## src/rtl/wdog_pkg.sv

```systemverilog
package wdog_pkg;
  localparam int unsigned CNT_W    = 16;
  localparam int unsigned CTRL_OFS = 0;
  localparam int unsigned STAT_OFS = 8;
  localparam logic [7:0]  KEY_ARM    = 8'hBE;
  localparam logic [7:0]  KEY_COMMIT = 8'hDC;

  typedef struct packed {
    logic             en;
    logic [1:0]       warn_sel;
    logic [1:0]       div_sel;
    logic [CNT_W-1:0] reload;
  } wdog_cfg_t;

  function automatic int unsigned max4(int unsigned a, int unsigned b,
                                       int unsigned c, int unsigned d);
    int unsigned m;
    m = a;
    if (b > m) m = b;
    if (c > m) m = c;
    if (d > m) m = d;
    return m;
  endfunction
endpackage

```

## src/rtl/wdog_rst_sync.sv

```systemverilog
module wdog_rst_sync (
  input  logic clk,
  input  logic arst_n,
  output logic srst_n
);
  logic [1:0] sync_q;

  always_ff @(posedge clk or negedge arst_n) begin
    if (!arst_n) sync_q <= 2'b00;
    else         sync_q <= {sync_q[0], 1'b1};
  end

  assign srst_n = sync_q[1];
endmodule

```

## src/rtl/wdog_unlock.sv

```systemverilog
module wdog_unlock
  import wdog_pkg::*;
(
  input  logic       clk,
  input  logic       rst_n,
  input  logic       wr,
  input  logic       sel_ctrl,
  input  logic [7:0] key,
  output logic       commit
);
  typedef enum logic {ST_IDLE, ST_ARMED} ust_t;
  ust_t state_q, state_d;

  always_comb begin
    state_d = state_q;
    commit  = 1'b0;
    if (wr) begin
      if (!sel_ctrl) begin
        state_d = ST_IDLE;
      end else if (state_q == ST_IDLE) begin
        state_d = (key == KEY_ARM) ? ST_ARMED : ST_IDLE;
      end else begin
        commit  = (key == KEY_COMMIT);
        state_d = ST_IDLE;
      end
    end
  end

  always_ff @(posedge clk or negedge rst_n) begin
    if (!rst_n) state_q <= ST_IDLE;
    else        state_q <= state_d;
  end
endmodule

```

## src/rtl/wdog_prescale.sv

```systemverilog
module wdog_prescale
  import wdog_pkg::*;
#(
  parameter int unsigned DIV0 = 1,
  parameter int unsigned DIV1 = 64,
  parameter int unsigned DIV2 = 4096,
  parameter int unsigned DIV3 = 262144
) (
  input  logic       clk,
  input  logic       rst_n,
  input  logic       run,
  input  logic       clr,
  input  logic [1:0] sel,
  output logic       tick
);
  localparam int unsigned DMAX = max4(DIV0, DIV1, DIV2, DIV3);
  localparam int unsigned PW   = (DMAX > 1) ? $clog2(DMAX) : 1;

  logic [PW-1:0] cnt_q, cnt_d, lim;

  always_comb begin
    case (sel)
      2'd0:    lim = PW'(DIV0 - 1);
      2'd1:    lim = PW'(DIV1 - 1);
      2'd2:    lim = PW'(DIV2 - 1);
      default: lim = PW'(DIV3 - 1);
    endcase
  end

  assign tick = run && !clr && (cnt_q == lim);

  always_comb begin
    if (clr || !run || tick) cnt_d = '0;
    else                     cnt_d = cnt_q + PW'(1);
  end

  always_ff @(posedge clk or negedge rst_n) begin
    if (!rst_n) cnt_q <= '0;
    else        cnt_q <= cnt_d;
  end
endmodule

```

## src/rtl/wdog_core.sv

```systemverilog
module wdog_core
  import wdog_pkg::*;
(
  input  logic             clk,
  input  logic             rst_n,
  input  logic             commit,
  input  wdog_cfg_t        cfg_in,
  input  logic             tick,
  output wdog_cfg_t        cfg_q,
  output logic [CNT_W-1:0] count_q,
  output logic             req_q,
  output logic             cause_q,
  output logic             prewarn
);
  localparam logic [CNT_W-1:0] CMAX = '1;

  wdog_cfg_t        cfg_d;
  logic [CNT_W-1:0] count_d, thr;
  logic             req_d, cause_d, step;

  assign step = cfg_q.en && tick && (count_q != '0);

  always_comb begin
    cfg_d   = commit ? cfg_in : cfg_q;
    count_d = count_q;
    if (commit)    count_d = cfg_in.reload;
    else if (step) count_d = count_q - CNT_W'(1);
    req_d   = !commit && step && (count_q == CNT_W'(1));
    cause_d = cause_q | req_d;
  end

  assign thr     = CMAX >> ({1'b0, cfg_q.warn_sel} + 3'd1);
  assign prewarn = cfg_q.en && (count_q <= thr);

  always_ff @(posedge clk or negedge rst_n) begin
    if (!rst_n) begin
      cfg_q   <= '0;
      count_q <= '0;
      req_q   <= 1'b0;
      cause_q <= 1'b0;
    end else begin
      cfg_q   <= cfg_d;
      count_q <= count_d;
      req_q   <= req_d;
      cause_q <= cause_d;
    end
  end
endmodule

```

## src/rtl/wdog_guarded.sv

```systemverilog
module wdog_guarded
  import wdog_pkg::*;
#(
  parameter int unsigned ADDR_W = 4,
  parameter int unsigned DIV0   = 1,
  parameter int unsigned DIV1   = 64,
  parameter int unsigned DIV2   = 4096,
  parameter int unsigned DIV3   = 262144
) (
  input  logic              clk,
  input  logic              rst_n,
  input  logic [ADDR_W-1:0] bus_addr,
  input  logic              bus_wr,
  input  logic [31:0]       bus_wdata,
  output logic [31:0]       bus_rdata,
  output logic              prewarn_o,
  output logic              reset_req_o
);
  logic             rst_sync_n, sel_ctrl, sel_stat, commit, tick;
  logic             cause, prewarn, req;
  logic [CNT_W-1:0] count;
  wdog_cfg_t        cfg, cfg_in;

  assign sel_ctrl = (bus_addr == ADDR_W'(CTRL_OFS));
  assign sel_stat = (bus_addr == ADDR_W'(STAT_OFS));

  assign cfg_in.en       = bus_wdata[31];
  assign cfg_in.warn_sel = bus_wdata[27:26];
  assign cfg_in.div_sel  = bus_wdata[25:24];
  assign cfg_in.reload   = bus_wdata[CNT_W-1:0];

  wdog_rst_sync u_rsync (
    .clk    (clk),
    .arst_n (rst_n),
    .srst_n (rst_sync_n)
  );

  wdog_unlock u_unlock (
    .clk      (clk),
    .rst_n    (rst_sync_n),
    .wr       (bus_wr),
    .sel_ctrl (sel_ctrl),
    .key      (bus_wdata[23:16]),
    .commit   (commit)
  );

  wdog_prescale #(
    .DIV0 (DIV0), .DIV1 (DIV1), .DIV2 (DIV2), .DIV3 (DIV3)
  ) u_presc (
    .clk   (clk),
    .rst_n (rst_sync_n),
    .run   (cfg.en),
    .clr   (commit),
    .sel   (cfg.div_sel),
    .tick  (tick)
  );

  wdog_core u_core (
    .clk     (clk),
    .rst_n   (rst_sync_n),
    .commit  (commit),
    .cfg_in  (cfg_in),
    .tick    (tick),
    .cfg_q   (cfg),
    .count_q (count),
    .req_q   (req),
    .cause_q (cause),
    .prewarn (prewarn)
  );

  always_comb begin
    bus_rdata = '0;
    if (sel_ctrl) begin
      bus_rdata[31]      = cfg.en;
      bus_rdata[27:26]   = cfg.warn_sel;
      bus_rdata[25:24]   = cfg.div_sel;
      bus_rdata[15:0]    = cfg.reload;
    end else if (sel_stat) begin
      bus_rdata[31]      = cfg.en;
      bus_rdata[30]      = cause;
      bus_rdata[15:0]    = count;
    end
  end

  assign prewarn_o   = prewarn;
  assign reset_req_o = req;
endmodule

```

## config.mk

```make
export PLATFORM = sky130hd
export DESIGN_NAME = wdog_guarded
export DESIGN_NICKNAME = d
export VERILOG_FILES = /design/src/rtl/wdog_pkg.sv /design/src/rtl/wdog_rst_sync.sv /design/src/rtl/wdog_unlock.sv /design/src/rtl/wdog_prescale.sv /design/src/rtl/wdog_core.sv /design/src/rtl/wdog_guarded.sv
export SDC_FILE = /design/constraint.sdc
export NUM_CORES = 1
export LEC_CHECK = 0
export ABC_AREA = 1
export BUFFER_PORTS_ARGS = -buffer_cell sky130_fd_sc_hd__buf_2
export CAP_MARGIN = 40
export CORE_MARGIN = 3
export CORE_UTILIZATION = 50
export CTS_BUF_LIST = sky130_fd_sc_hd__clkbuf_4 sky130_fd_sc_hd__clkbuf_8 sky130_fd_sc_hd__clkbuf_16
export DETAILED_ROUTE_END_ITERATION = 16
export PLACE_DENSITY_LB_ADDON = 0.2
export REMOVE_ABC_BUFFERS = 1
export SLEW_MARGIN = 20
export SYNTH_ARGS = -nofsm -noshare
export SYNTH_HDL_FRONTEND = slang
export SYNTH_SLANG_ARGS = --single-unit
```

## constraint.sdc

```tcl
create_clock -name clk -period 1.65 [get_ports clk]
set_input_delay 0.33 -clock clk [delete_from_list [all_inputs] [get_ports clk]]
set_output_delay 0.33 -clock clk [all_outputs]
set_load 0.03 [all_outputs]
```

# Word level (Yosys, flattened, before mapping)

Cells that the tools add are included.

Word-level logic and storage cells: 54
Bits in read-only memories: 0
Output and inout bits: 34
Memory bits (writable): 0
Register bits after elaboration: 60
Bits in latches: 0
Memories: 0
Bits of input ports: 39

Bitwise operators: 1
Order comparisons: 1
Eq/ne operators: 7
Shifts and indexed selects: 1
$mul: 0
Div/mod/pow operators: 0
Reduce and logical (&&, ||, !) cells: 15
Add/subtract/negate cells: 3
Muxes and demuxes: 16

Operators with widths:

| operator              | count |
|---|---|
| $mux 16               | 4 |
| $pmux 18 s3           | 1 |
| $add 18x1->18 const B | 1 |
| $eq 18x18->1          | 1 |
| $mux 18               | 1 |
| $eq 16x1->1 const B   | 1 |
| $eq 8x8->1 const B    | 2 |
| $le 16x16->1          | 1 |
| $reduce_bool 16->1    | 1 |
| $shr 16x3->16 const A | 1 |
| $sub 16x1->16 const B | 1 |
| $mux 1                | 8 |
| $logic_and 1x1->1     | 7 |
| $eq 4x4->1 const B    | 1 |
| $logic_not 4->1       | 1 |
| $mux 4                | 1 |
| $add 2x1->3 const B   | 1 |
| $eq 2x1->1 const B    | 1 |
| $eq 2x2->1 const B    | 1 |
| $logic_not 1->1       | 2 |
| $logic_not 2->1       | 1 |
| $logic_or 1x1->1      | 2 |
| $mux 2                | 1 |
| $reduce_bool 2->1     | 1 |
| $or 1x1->1            | 1 |

# Depth between registers and ports, before layout

Depth in word-level cells: 12
Depth in mapped cells: 14
Gate-level depth less buffers: 13

# Modules after synthesis

A second synthesis with hierarchy kept.

Cells, all modules: 547
Area total of the unflattened synthesis: 3861.2 µm²

Modules (own cells, without submodules):

| module        | instances | cells each | area an instance (µm²) | sequential area each (µm²) |
|---|---|---|---|---|
| wdog_core     | 1         | 286        | 2162.1                 | 975.9 |
| wdog_prescale | 1         | 151        | 1082.3                 | 450.4 |
| wdog_guarded  | 1         | 83         | 445.4                  | 0.0 |
| wdog_unlock   | 1         | 24         | 117.6                  | 25.0 |
| wdog_rst_sync | 1         | 3          | 53.8                   | 50.0 |

# Least setup slack after synthesis

Ideal clock, no wire load.

Path kind: reg2out
Start point: reg u_core.count_q[13]
End point: out prewarn_o
Setup slack: -0.386 ns
Arrival: 1.706 ns
Path buffers: 0
Required time: 1.320 ns
Cell stages (with the launch flop): 6
Path through: dfrtp_1 ha_1 a21o_1 a21oi_1 a31oi_1 nor3_1

Longest elaborated chain between the ends: 2

Ends and longest elaborated chain:

| item                   | RTL line           | text |
|---|---|---|
| from (decl)            | wdog_core.sv:10    | `output logic [CNT_W-1:0] count_q,` |
| from (signal assigned) | wdog_core.sv:43    | `count_q <= count_d;` |
| $le 16x16->1           | wdog_core.sv:33    | `assign prewarn = cfg_q.en && (count_q <= thr);` |
| $logic_and 1x1->1      | wdog_core.sv:33    |  |
| to (decl)              | wdog_guarded.sv:16 | `output logic prewarn_o,` |

No other way between the ends.

# Final worst setup path

Start point: reg u_core.cfg_q[19] (netlist bit)
End point: out prewarn_o

Longest elaborated chain between the ends: 4

Ends and longest elaborated chain:

| item                   | RTL line        | text |
|---|---|---|
| from (decl)            | wdog_core.sv:9  | `output wdog_cfg_t cfg_q,` |
| from (signal assigned) | wdog_core.sv:42 | `cfg_q <= cfg_d;` |
| $add 2x1->3            | wdog_core.sv:32 | `assign thr = CMAX >> ({1'b0, cfg_q.warn_sel} + 3'd1);` |
| $shr 16x3->16          | wdog_core.sv:32 |  |
| $le 16x16->1           | wdog_core.sv:33 |  |
| $logic_and 1x1->1      | wdog_core.sv:33 |  |

No other way between the ends.

==> flow_metrics.tcl <==
set metrics [dict create \
    outcome "finished, violations left" \
    violations "setup timing" \
    clk_pin_slew_worst_paths_ns 0.06 \
    path_max_fanout 3 \
    drtIter0Drc 248 \
    hpwl_mm 7.95 \
    start_util_pct 53.0 \
    grt_pass1_wl_mm 17.7 \
    cts_tree "done" \
    rrSetupSlack_ns -0.13 \
    power.leakage_nw 2.92 \
    synthFlopType "dfrtp_1" \
    setup_viol 17 \
    synth_seq_cells 60 \
    post-synth-top-count-cell "nand2_1" \
    synth_largest_area_cell "dfrtp_1" \
    final_util_pct 74.8 \
    root_buffer "clkbuf_8" \
    rsz0062_at_grt "yes" \
    die_h_um 95.1 \
    fin_area_um2 5600 \
    end_kind "output pin" \
    route.antenna.remaining_nets 0 \
    synth_cell_types 35 \
    via_per_inst 5.09 \
    htree_levels 3 \
    area_growth_pct 41.2 \
    cts_buffer_depth 2 \
    post-route-min-period_ns 2.17 \
    final_nets 772 \
    crit_path_start "u_core.cfg_q[19]$_DFFE_PN0P_" \
    clock_sinks 60 \
    die-area_um2 9040 \
    hold_violations 0 \
    finalClockSkew_ns 0.00753 \
    fill_cells 538 \
    diodes 0 \
    syn_inst 579 \
    ys_warn_count 0 \
    avgRoutedWirePerCell_um 13.8 \
    port_buffers 59 \
    gr-total-overflow 0 \
    firstDrtPassIters 7 \
    post-route-period-util_pct 131 \
    synth_top_cell_area_share_pct 37.9 \
    ir_worst_vdd_mv 0.462 \
    setup_ws_ns -0.519 \
    cp.required_ns 1.32 \
    crit_arrival_ns 1.84 \
    start_kind "flop" \
    vias 4212 \
    drv_cap 0 \
    power_density_nw_per_um2 518 \
    wl_mm 11.4 \
    grt_pass1_vias 3895 \
    place.gp.congestion 0.922 \
    regArea_um2 1510 \
    core-area_um2 7490 \
    reg2reg_to "u_core.count_q[2]$_DFFE_PN0P_" \
    synth_area_per_cell_um2 6.85 \
    synth_area_leaders "dfrtp_1 (38%), nand2_1 (14%), inv_1 (8.8%)" \
    reg2reg_from "u_core.count_q[5]$_DFFE_PN0P_" \
    yosys-top-cells-count "nand2_1 (147), inv_1 (93), nor2_1 (83), dfrtp_1 (60)" \
    die_w_um 95.1 \
    grt.total_usage_pct 25.2 \
    io_pins 73 \
    drcViolationCount 0 \
    synthArstFlopShare_pct 100 \
    cts_buffers 9 \
    worstHoldPathType "primary input to flop" \
    fmaxAchievable_ghz 0.461 \
    crit_type "flop to output pin" \
    drive_gt1_share_pct 35.1 \
    endpoint "prewarn_o" \
    min_from "bus_wdata[15]" \
    rows 31 \
    synth_edf_count 0 \
    worstSkewPairLatency_ns 0.35 \
    worstRegToRegCells 12 \
    placed_cell_area_um2 4890 \
    whs_ns 0.203 \
    netlist_area_um2 3970 \
    multi_input_area_um2 2250 \
    antenna_found_initial 0 \
    grt_max_degree 33 \
    slew_violations 0 \
    ys_seq_area_share_pct 37.9 \
]
-- logic make-up after synthesis --
kind of cell,count (synthesis),share of synthesized area (%)
AOI/OAI and AO/OA,59,7.86
buffers and inverters,119,12.8
other,2,0.189
DFF,60,37.9
adders and majority gates,8,2.52
and+or+nand+nor,316,35.5
xor gates and xnor gates,15,3.31
-- routing by layer --
| layer | GRT usage (%) | vias up | routed length, µm |
|---|---|---|---|
| met4 | 9.01 | 0 | 275 |
| met1 | 33.3 | 1990 | 4930 |
| met5 | 0 | - | 0 |
| li1 | - | 2054 | - |
| met2 | 41.3 | 143 | 5470 |
| met3 | 4.74 | 25 | 753 |
-- power breakdown --
part	switching (W)	internal [W]	leakage, nW
combinational	0.000133	0.0000718	2.10
sequential	0.0000102	0.00147	0.726
clock	0.000565	0.000647	0.0961
-- per-stage QoR --
step                power [W]  TNS [ns]  worst slack, ns  std cells
floorplan             0.00161    -25.54           -0.458        565
global placement      0.00170     -1.33           -0.169        795
detailed placement    0.00170     -1.83           -0.256        795
CTS                   0.00292    -0.649           -0.496        814
global route          0.00302     -3.78           -0.616        828
finish                0.00290     -2.12           -0.519        828
-- worst max-delay path: stages (launching register included) --
cell	delay [ns]
dfrtp_1	0.40
inv_2	0.07
nand2_1	0.05
ha_1	0.30
nand2_1	0.06
nor2_1	0.11
a31oi_1	0.12
nor3_2	0.19
buf_4	0.20
-- flip-flops by register name, summed over array words and instances, names as in the netlist --
signal            count
u_core.req_q          1
u_presc.cnt_q        18
u_rsync.sync_q        2
u_unlock.state_q      1
u_core.count_q       16
u_core.cfg_q         21
u_core.cause_q        1
-- layout by cell type, fill, tap and decap left out, types with 4 or more instances in the layout --
master      n
nand4_1     7
nand2_2    24
nor2_1     67
inv_1      87
inv_2       7
dfrtp_1    54
clkbuf_8   11
o21ai_0    29
nor2_2      8
o21ai_1     9
clkbuf_4    4
nor2_4     12
ha_1        6
o21ai_2     6
nand3_2    17
nand2_1   140
buf_12      7
buf_4      81
a21oi_1    10
buf_2      41
nand3_1    24
buf_6      15
xor2_1     12
conb_1     11
dfrtp_2     6
-- worst min-delay path by stage --
stage                              endpoint  cells past startpoint  slack (ns)
2_1_floorplan   u_rsync.sync_q[0]$_DFF_PN0_                      0        0.03
3_3_place_gp    u_rsync.sync_q[0]$_DFF_PN0_                      1        0.12
3_5_place_dp    u_rsync.sync_q[0]$_DFF_PN0_                      1        0.12
4_1_cts        u_core.cfg_q[17]$_DFFE_PN0P_                      3        0.20
5_1_grt        u_core.cfg_q[15]$_DFFE_PN0P_                      3        0.20
6_report       u_core.cfg_q[15]$_DFFE_PN0P_                      3        0.20
-- cell type report --
type                       count  share of cell area [%]
clock buffer                  13                    2.97
tap                           99                    2.21
timing repair buffer         148                    20.9
multi-input combinational    410                    40.3
clock inverter                 2                   0.179
inverter                      96                    6.52
sequential                    60                    26.9
-- what timing repair did --
action	CTS	global route
pin swaps	3	28
hold buffers	1	0
setup endpoints to repair	28	41
buffers inserted	3	13
gates resized for setup	29	95
endpoints found under the hold margin	2	0
gates cloned	0	2
No activity file was read; power rests on OpenSTA's default activity.
